**config.mk**
```make
export PLATFORM = sky130hd
export DESIGN_NAME = dma_list_engine
export DESIGN_NICKNAME = d
export VERILOG_FILES = /design/src/rtl/dma_list_pkg.sv /design/src/rtl/dma_elem_check.sv /design/src/rtl/dma_beat_mover.sv /design/src/rtl/dma_list_engine.sv
export SDC_FILE = /design/constraint.sdc
export NUM_CORES = 1
export LEC_CHECK = 0
export BUFFER_PORTS_ARGS = -buffer_cell sky130_fd_sc_hd__buf_2
export CELL_PAD_IN_SITES_DETAIL_PLACEMENT = 0
export CELL_PAD_IN_SITES_GLOBAL_PLACEMENT = 1
export CORE_AREA = 2 2 283 285
export DETAILED_ROUTE_END_ITERATION = 16
export DIE_AREA = 0 0 285 287
export PLACE_DENSITY = 0.62
export SYNTH_ARGS = -nofsm -noshare
export SYNTH_HDL_FRONTEND = slang
export SYNTH_SLANG_ARGS = --single-unit
```
**constraint.sdc**
```tcl
create_clock -name clk -period 3 [get_ports clk]
set_input_delay 0.9 -clock clk [delete_from_list [all_inputs] [get_ports clk]]
set_output_delay 0.9 -clock clk [all_outputs]
set_load 0.005 [all_outputs]
```
**src/rtl/dma_list_pkg.sv**
```systemverilog
package dma_list_pkg;

  typedef enum logic [2:0] {
    ST_IDLE,
    ST_FETCH,
    ST_ELEM,
    ST_MOVE,
    ST_DONE
  } eng_state_e;

  function automatic logic is_aligned(input logic [31:0] addr, input logic [31:0] beat_b);
    return (addr % beat_b) == 32'd0;
  endfunction

  function automatic logic block_ok(input logic [31:0] laddr, input logic [31:0] raddr,
                                    input logic [31:0] size, input logic [31:0] max_block,
                                    input logic [31:0] beat_b);
    return (size != 32'd0) && (size <= max_block) && ((size % beat_b) == 32'd0) &&
           is_aligned(laddr, beat_b) && is_aligned(raddr, beat_b);
  endfunction

  function automatic logic count_ok(input logic [31:0] n, input logic [31:0] lo,
                                    input logic [31:0] hi);
    return (n >= lo) && (n <= hi);
  endfunction

  function automatic logic [31:0] beats_of(input logic [31:0] size, input logic [31:0] beat_b);
    return size / beat_b;
  endfunction

endpackage

```
**src/rtl/dma_elem_check.sv**
```systemverilog
module dma_elem_check
  import dma_list_pkg::*;
#(
  parameter int ADDR_W    = 32,
  parameter int SZ_W      = 16,
  parameter int MAX_BLOCK = 16384,
  parameter int BEAT_B    = 16
) (
  input  logic [ADDR_W-1:0] laddr,
  input  logic [ADDR_W-1:0] raddr,
  input  logic [SZ_W-1:0]   size,
  output logic              ok
);
  assign ok = block_ok(32'(laddr), 32'(raddr), 32'(size), 32'(MAX_BLOCK), 32'(BEAT_B));
endmodule

```
**src/rtl/dma_beat_mover.sv**
```systemverilog
module dma_beat_mover #(
  parameter int ADDR_W = 32,
  parameter int DATA_W = 128,
  parameter int BC_W   = 11
) (
  input  logic              clk,
  input  logic              rst_n,
  input  logic              start,
  input  logic              put,
  input  logic [ADDR_W-1:0] laddr,
  input  logic [ADDR_W-1:0] raddr,
  input  logic [BC_W-1:0]   nbeats,
  output logic              l_req,
  output logic              l_we,
  output logic [ADDR_W-1:0] l_addr,
  output logic [DATA_W-1:0] l_wdata,
  input  logic [DATA_W-1:0] l_rdata,
  input  logic              l_ready,
  output logic              r_req,
  output logic              r_we,
  output logic [ADDR_W-1:0] r_addr,
  output logic [DATA_W-1:0] r_wdata,
  input  logic [DATA_W-1:0] r_rdata,
  input  logic              r_ready,
  output logic              beat_read,
  output logic              beat_write,
  output logic              last
);
  localparam int BEAT_B = DATA_W / 8;

  logic              act_q, wr_ph_q;
  logic [ADDR_W-1:0] la_q, ra_q;
  logic [BC_W-1:0]   cnt_q;
  logic [DATA_W-1:0] beat_q;

  logic              src_req, dst_req, src_ready, dst_ready;
  logic [DATA_W-1:0] src_data;

  assign src_req   = act_q && !wr_ph_q;
  assign dst_req   = act_q && wr_ph_q;
  assign src_ready = put ? l_ready : r_ready;
  assign dst_ready = put ? r_ready : l_ready;
  assign src_data  = put ? l_rdata : r_rdata;

  assign beat_read  = src_req && src_ready;
  assign beat_write = dst_req && dst_ready;
  assign last       = beat_write && (cnt_q == BC_W'(1));

  assign l_req   = put ? src_req : dst_req;
  assign l_we    = !put;
  assign l_addr  = la_q;
  assign l_wdata = beat_q;
  assign r_req   = put ? dst_req : src_req;
  assign r_we    = put;
  assign r_addr  = ra_q;
  assign r_wdata = beat_q;

  always_ff @(posedge clk or negedge rst_n) begin
    if (!rst_n) begin
      act_q   <= 1'b0;
      wr_ph_q <= 1'b0;
      la_q    <= '0;
      ra_q    <= '0;
      cnt_q   <= '0;
      beat_q  <= '0;
    end else if (start) begin
      act_q   <= 1'b1;
      wr_ph_q <= 1'b0;
      la_q    <= laddr;
      ra_q    <= raddr;
      cnt_q   <= nbeats;
    end else begin
      if (beat_read) begin
        beat_q  <= src_data;
        wr_ph_q <= 1'b1;
      end
      if (beat_write) begin
        wr_ph_q <= 1'b0;
        la_q    <= la_q + ADDR_W'(BEAT_B);
        ra_q    <= ra_q + ADDR_W'(BEAT_B);
        cnt_q   <= cnt_q - BC_W'(1);
        if (cnt_q == BC_W'(1)) act_q <= 1'b0;
      end
    end
  end
endmodule

```
**src/rtl/dma_list_engine.sv**
```systemverilog
module dma_list_engine
  import dma_list_pkg::*;
#(
  parameter int ADDR_W    = 32,
  parameter int DATA_W    = 128,
  parameter int MAX_BLOCK = 16384,
  parameter int MIN_LIST  = 2,
  parameter int MAX_LIST  = 2048,
  parameter int TAG_W     = 8,
  localparam int BEAT_B   = DATA_W / 8,
  localparam int SZ_W     = $clog2(MAX_BLOCK) + 2,
  localparam int CNT_W    = $clog2(MAX_LIST) + 2,
  localparam int BC_W     = $clog2(MAX_BLOCK / BEAT_B) + 1
) (
  input  logic              clk,
  input  logic              rst_n,
  input  logic              cmd_valid,
  input  logic              cmd_put,
  input  logic              cmd_list,
  input  logic [TAG_W-1:0]  cmd_tag,
  input  logic [ADDR_W-1:0] cmd_laddr,
  input  logic [ADDR_W-1:0] cmd_raddr,
  input  logic [SZ_W-1:0]   cmd_size,
  input  logic [ADDR_W-1:0] cmd_list_addr,
  input  logic [CNT_W-1:0]  cmd_count,
  output logic              busy,
  output logic              done,
  output logic [TAG_W-1:0]  done_tag,
  output logic              done_err,
  output logic              l_req,
  output logic              l_we,
  output logic [ADDR_W-1:0] l_addr,
  output logic [DATA_W-1:0] l_wdata,
  input  logic [DATA_W-1:0] l_rdata,
  input  logic              l_ready,
  output logic              r_req,
  output logic              r_we,
  output logic [ADDR_W-1:0] r_addr,
  output logic [DATA_W-1:0] r_wdata,
  input  logic [DATA_W-1:0] r_rdata,
  input  logic              r_ready
);
  eng_state_e        state_q;
  logic              put_q, err_q;
  logic [TAG_W-1:0]  tag_q;
  logic [ADDR_W-1:0] cur_l, cur_r, list_ptr;
  logic [SZ_W-1:0]   cur_sz;
  logic [CNT_W-1:0]  left_q;

  logic              elem_ok, list_ok, fetch_req, mv_start;
  logic              mv_l_req, mv_l_we, mv_beat_read, mv_beat_write, mv_last;
  logic [ADDR_W-1:0] mv_l_addr;
  logic [BC_W-1:0]   mv_beats;

  assign list_ok = count_ok(32'(cmd_count), 32'(MIN_LIST), 32'(MAX_LIST)) &&
                   is_aligned(32'(cmd_list_addr), 32'(BEAT_B));
  assign fetch_req = (state_q == ST_FETCH);
  assign mv_start  = (state_q == ST_ELEM) && elem_ok;
  assign mv_beats  = BC_W'(beats_of(32'(cur_sz), 32'(BEAT_B)));

  dma_elem_check #(
    .ADDR_W(ADDR_W), .SZ_W(SZ_W), .MAX_BLOCK(MAX_BLOCK), .BEAT_B(BEAT_B)
  ) elem_chk_i (
    .laddr(cur_l), .raddr(cur_r), .size(cur_sz), .ok(elem_ok)
  );

  dma_beat_mover #(
    .ADDR_W(ADDR_W), .DATA_W(DATA_W), .BC_W(BC_W)
  ) mover_i (
    .clk(clk), .rst_n(rst_n), .start(mv_start), .put(put_q),
    .laddr(cur_l), .raddr(cur_r), .nbeats(mv_beats),
    .l_req(mv_l_req), .l_we(mv_l_we), .l_addr(mv_l_addr), .l_wdata(l_wdata),
    .l_rdata(l_rdata), .l_ready(l_ready),
    .r_req(r_req), .r_we(r_we), .r_addr(r_addr), .r_wdata(r_wdata),
    .r_rdata(r_rdata), .r_ready(r_ready),
    .beat_read(mv_beat_read), .beat_write(mv_beat_write), .last(mv_last)
  );

  assign l_req  = fetch_req | mv_l_req;
  assign l_we   = fetch_req ? 1'b0 : mv_l_we;
  assign l_addr = fetch_req ? list_ptr : mv_l_addr;

  assign busy     = (state_q != ST_IDLE);
  assign done     = (state_q == ST_DONE);
  assign done_tag = tag_q;
  assign done_err = err_q;

  always_ff @(posedge clk or negedge rst_n) begin
    if (!rst_n) begin
      state_q  <= ST_IDLE;
      put_q    <= 1'b0;
      err_q    <= 1'b0;
      tag_q    <= '0;
      cur_l    <= '0;
      cur_r    <= '0;
      cur_sz   <= '0;
      list_ptr <= '0;
      left_q   <= '0;
    end else begin
      unique case (state_q)
        ST_IDLE: if (cmd_valid) begin
          tag_q <= cmd_tag;
          put_q <= cmd_put;
          err_q <= 1'b0;
          cur_l <= cmd_laddr;
          if (cmd_list) begin
            list_ptr <= cmd_list_addr;
            left_q   <= cmd_count;
            err_q    <= !list_ok;
            state_q  <= list_ok ? ST_FETCH : ST_DONE;
          end else begin
            cur_r   <= cmd_raddr;
            cur_sz  <= cmd_size;
            left_q  <= CNT_W'(1);
            state_q <= ST_ELEM;
          end
        end
        ST_FETCH: if (l_ready) begin
          cur_r    <= l_rdata[ADDR_W-1:0];
          cur_sz   <= l_rdata[ADDR_W +: SZ_W];
          list_ptr <= list_ptr + ADDR_W'(BEAT_B);
          state_q  <= ST_ELEM;
        end
        ST_ELEM: if (elem_ok) begin
          state_q <= ST_MOVE;
        end else begin
          err_q   <= 1'b1;
          state_q <= ST_DONE;
        end
        ST_MOVE: if (mv_last) begin
          cur_l   <= cur_l + ADDR_W'(cur_sz);
          left_q  <= left_q - CNT_W'(1);
          state_q <= (left_q == CNT_W'(1)) ? ST_DONE : ST_FETCH;
        end
        ST_DONE: state_q <= ST_IDLE;
        default: state_q <= ST_IDLE;
      endcase
    end
  end
endmodule

```
Word level (Yosys, flattened, before mapping):

Cells that the tools add are included.
W data, S select, Z words.

* $add $sub $neg: 6
* eq/ne operators: 12
* bitwise gates (word level): 2
* $lt $le $gt $ge: 3
* muxes and demuxes: 50
* reductions and logical operators: 36

Operators by type and width (number)
* $mux W32: 13
* $pmux W32 S2: 3
* $logic_not A32 Y1: 4
* $mux W128: 1
* $add A32 B5 Y32 const B: 3
* $mux W16: 3
* $mux W13: 3
* $add A32 B16 Y32: 1
* $pmux W16 S2: 1
* $pmux W13 S2: 1
* $mux W11: 2
* $mux W3: 7
* $le A16 B15 Y1 const B: 1
* $reduce_bool A16 Y1: 1
* $mux W1: 14
* $eq A13 B1 Y1 const B: 1
* $ge A13 B2 Y1 const B: 1
* $le A13 B12 Y1 const B: 1
* $sub A13 B1 Y13 const B: 1
* $logic_and A1 B1 Y1: 12
* $pmux W3 S4: 1
* $eq A11 B1 Y1 const B: 1
* $sub A11 B1 Y11 const B: 1
* $ne A2 B2 Y1 const B: 5
* other kinds (14): 27

* logic and storage cells: 124
* input bits: 396
* bits in registers: 343
* output and inout bits: 335

Longest topological paths before layout:

* depth after elaboration: 8
* gate-level depth with buffers: 11
* depth with buffers taken out: 9

By module:

From an unflattened synthesis, not the netlist that was laid out.

* cells, all modules: 2256
* area total of the unflattened synthesis: 19957.9 um^2

By module, submodules not included
* dma_beat_mover: seq. area each 5129.9 um^2, area an instance 11217.0 um^2, instances 1, cells an instance 1179
* dma_list_engine: seq. area each 3453.3 um^2, area an instance 8655.8 um^2, instances 1, cells an instance 1065
* dma_elem_check: seq. area each 0.0 um^2, area an instance 85.1 um^2, instances 1, cells an instance 12

Worst setup path after synthesis:

OpenSTA, ideal clock, no wires.

* path kind: reg-to-reg
* from: reg cur_l[0]
* to: reg cur_l[18]
* clock period less this slack: 2813 ps
* data arrival time: 2686 ps
* cell stages (with the launch flop): 11
* setup time: 126 ps
* path slack: 187 ps
* path through: dfrtp_1 ha_1 fa_1 a21oi_1 nor3b_1 o311ai_0 a21boi_1 a32oi_1 clkbuf_1 nor2_1 a311o_1

* word-level cells in the longest chain between the ends: 3

Ends and longest elaborated chain
* from (decl): line dma_list_engine.sv:46 `logic [ADDR_W-1:0] cur_l, cur_r, list_ptr;`
* from (signal assigned): line dma_list_engine.sv:105 `cur_l <= cmd_laddr;`
* from (signal assigned): line dma_list_engine.sv:131 `cur_l <= cur_l + ADDR_W'(cur_sz);`
* $add A32 B16 Y32: line dma_list_engine.sv:131
* $mux W32: line dma_list_engine.sv:130 `ST_MOVE: if (mv_last) begin`
* $pmux W32 S2: line dma_list_engine.sv:100 `unique case (state_q)`

No other way between the ends. The select of a mux whose other input is x is not followed.
A chain may end at the register's enable or synchronous reset.

Worst setup path after layout:

* from: reg state_q[1]
* to: out l_addr[14]

* word-level cells in the longest chain between the ends: 2

Ends and longest elaborated chain
* from (decl): line dma_list_engine.sv:43 `eng_state_e state_q;`
* from (signal assigned): line dma_list_engine.sv:110 `state_q <= list_ok ? ST_FETCH : ST_DONE;`
* from (signal assigned): line dma_list_engine.sv:133 `state_q <= (left_q == CNT_W'(1)) ? ST_DONE : ST_FETCH;`
* $eq A3 B1 Y1: line dma_list_engine.sv:57 `assign fetch_req = (state_q == ST_FETCH);`
* $mux W32: line dma_list_engine.sv:81 `assign l_addr = fetch_req ? list_ptr : mv_l_addr;`
* to (decl): line dma_list_engine.sv:32 `output logic [ADDR_W-1:0] l_addr,`

No other way between the ends.

==> impl_metrics.yaml <==
setup_path:
  cp_slowest_cell: "dfrtp_2"
  startpoint_type: "flop"
  crit_arrival_ns: 2.00
  r2r_slack_ns: 0.19
  crit_start: "state_q[1]"
  path_max_fanout: 18
  worstPathRequired_ns: 2.10
  reg2regPathDepth: 12
  crit-reg2reg-launch: "cur_l[0]"
  crit_end: "l_addr[14]"
  cp_slowest_stage_delay_ns: 0.48
  endpoint_kind: "output pin"
  crit_chain: "nor2_4, nand2_8, buf_12, o21ai_1, buf_2"
  crit_type: "flop to output pin"
  r2r-end: "cur_l[28]"
yosys:
  synth_simple_gate_area_frac: 0.171
  synth_warnings: 0
  avgSynthCellArea_um2: 8.86
  synthTopCellsByArea: "dfrtp_1 (45%), mux2i_1 (9.4%), nand2_1 (8.7%), o21ai_0 (7.2%), buf_4 (5.1%)"
  ys.flop_type: "dfrtp_1"
  synth_fp_nets: 2586
  yosysUniqueCellTypes: 66
  synthCells: 2166
  yosys.area.top_type: "dfrtp_1"
  post_synth_fa_ha_maj_area_fraction: 0.0160
  synthXorXnorAreaFrac: 0.0360
  synthArstFlopShare: 1.00
  yosys-mux-area-fraction: 0.0985
  synth_top_cell_area_share: 0.447
  synth.cell_area_um2: 19200
  seq_area_frac_synth: 0.447
  synth-compound-area-share: 0.148
  synth_edf_count: 0
  synth_top_family_by_area: "simple AND/OR/NAND/NOR gates"
  ys_seq_elements: 343
sta:
  maxSlewHeadroom: 0.450
  period_share: 0.968
  rsz0062_at_grt: "no"
  tightest_slew_ns: 0.825
  finalHoldViolCount: 0
  holdWs_ns: 0.205
  slew_viol_final: 0
  finalSetupViolations: 0
  min_period_ns: 2.90
  fmaxAchievable_ghz: 0.344
  skew_ns: 0.0267
finish:
  layout.nets: 3204
  post-route-util: 0.321
  drive_above_1_share: 0.331
  syn_to_final_growth_pct: 31.6
  final_common_cell: "buf_2"
  final_cell_mix: "buf_2 (729), nand2_1 (442), dfrtp_1 (339)"
floorplan:
  die_x_um: 285
  die_h_um: 287
  rows: 103
  dieArea_um2: 81800
  initial_core_util: 0.244
  coreArea_um2: 78600
  ioPinCount: 731
global_routing:
  grt_pass1_vias: 18100
  antenna_found_initial: 44
  grt_usage: 0.237
  grt_max_degree: 144
  grt.overflow.total: 0
  grt_pass1_wl_mm: 138
routing:
  detail-route-antenna-nets: 0
  drt_pass1_iterations: 5
  top_layer_used: "met5"
  wl_met3_mm: 7.10
  vias: 18400
  viasPerCell: 4.74
  drtIter0Drc: 1168
  wl_per_cell_um: 25.8
  wl_met2_mm: 45.1
  drt-met1-wl_mm: 43.1
  wl_mm: 100
  drc: 0
power_and_ir_drop:
  pwr-share-seq: 0.363
  p_sw_w: 0.00768
  p_leak_nw: 12.4
  power_frac_comb: 0.356
  ir_drop_mv: 0.450
  power.share.switching: 0.389
  powerDensity_nw_per_um2: 783
  clock_power_share: 0.281
  cellInternalPower_w: 0.0121
cts:
  cts_root_buf: "clkbuf_16"
  ctsLongestPathBuffers: 3
  htreeDepth: 2
  holdBufCountCts: 0
  clk_latency_ns: 0.58
  cts-buffers-inserted: 45
  clk_pin_slew_ns: 0.06
  cts_tree: "built"
  cts_sinks: 343
status:
  outcome: "finished clean"
job:
  max_cap_violations: 0
placed_design:
  place.gp.congestion: 0.945
  port_buffers: 730
  place_hpwl_mm: 81.6
hold_path:
  worstHoldPathType: "input port to asynchronous set/reset pin"
==> cells by family (layout without fill, tap and decap cells) <==
| group | Yosys count | after routing |
|---|---|---|
| xor gates and xnor gates | 78 | 78 |
| buffers and inverters | 278 | 929 |
| adders and majority gates | 24 | 24 |
| other | 0 | 18 |
| AOI/OAI and AO/OA | 518 | 518 |
| muxes | 188 | 188 |
| DFF | 343 | 343 |
| and+or+nand+nor | 737 | 738 |
==> cell usage after synthesis (all sizes together) (28+ instances only) <==
cell,count
a21oi,105
and3,28
buf,155
clkbuf,100
dfrtp,343
mux2i,181
nand2,444
nand3,53
nor2,82
o21ai,319
xnor2,33
xor2,45
==> worst max-delay path: cells and delay by family, from the launching register on <==
kind / cells / cell delay [ns]
AND/OR/NAND/NOR: 2 / 0.35
flip-flops: 1 / 0.48
AO/OA/AOI/OAI: 1 / 0.25
buffers and inverters: 2 / 0.33
==> per-stage QoR <==
stage	instances	setup TNS (ns)	area (um^2)	power (W)	setup slack (ns)
after floorplan	2166	0	19200	0.0110	0.187
after global placement	3780	-0.0171	23600	0.0142	-0.0171
after detailed placement	3780	-0.00243	23600	0.0143	-0.00243
after CTS	3866	0	25200	0.0200	0.00423
after global routing	3882	0	25200	0.0210	0.0265
final	3886	0	25200	0.0198	0.0960
==> what timing repair did <==
| item | in CTS | in global routing |
|---|---|---|
| gates resized for setup | 11 | 4 |
| gates cloned | 2 | 0 |
| buffers inserted | 3 | 2 |
| pin swaps | 3 | 2 |
| endpoints found under the setup margin | 35 | 9 |
==> state kept, by name (all words and copies together) (netlist names), 13 cells and up <==
name,cells
mover_i.l_addr,32
mover_i.l_wdata,128
left_q,13
mover_i.r_addr,32
cur_sz,16
cur_r,32
list_ptr,32
cur_l,32
==> area by class of cell <==
class	count	area [um^2]
multi-input cells	1546	9090
inverters	23	86.3
well taps	1050	1310
fillers	8588	53400
repair buffers	825	4630
clock buffers	67	1360
clock inverters	14	128
flip-flops and latches	343	8590
diodes	18	45.0
==> how the worst min path moves through the flow <==
| stage | from | to | depth (start not counted) |
|---|---|---|---|
| 6_report | rst_n | list_ptr[19] | 1 |
| 5_1_grt | rst_n | list_ptr[19] | 1 |
| 4_1_cts | rst_n | list_ptr[19] | 1 |
| 3_5_place_dp | done_tag[7] | done_tag[7] | 2 |
| 3_3_place_gp | done_tag[4] | done_tag[4] | 2 |
| 2_1_floorplan | cur_r[10] | cur_r[10] | 2 |
==> power by group through the flow <==
| stage | sequential [W] | clock [W] | combinational, W |
|---|---|---|---|
| 2_1_floorplan | 0.00679 | 0 | 0.00420 |
| 4_1_cts | 0.00719 | 0.00570 | 0.00706 |
| 3_5_place_dp | 0.00725 | 0 | 0.00701 |
| 5_1_grt | 0.00737 | 0.00588 | 0.00777 |
| 6_report | 0.00718 | 0.00555 | 0.00704 |
| 3_3_place_gp | 0.00725 | 0 | 0.00699 |
==> layer usage <==
layer / vias to the layer above / global-route usage
li1: 8686 / -
met1: 8877 / 0.309
met2: 661 / 0.368
met3: 173 / 0.0616
met4: 12 / 0.106
met5: - / 0
No activity file was read; power rests on OpenSTA's default activity.
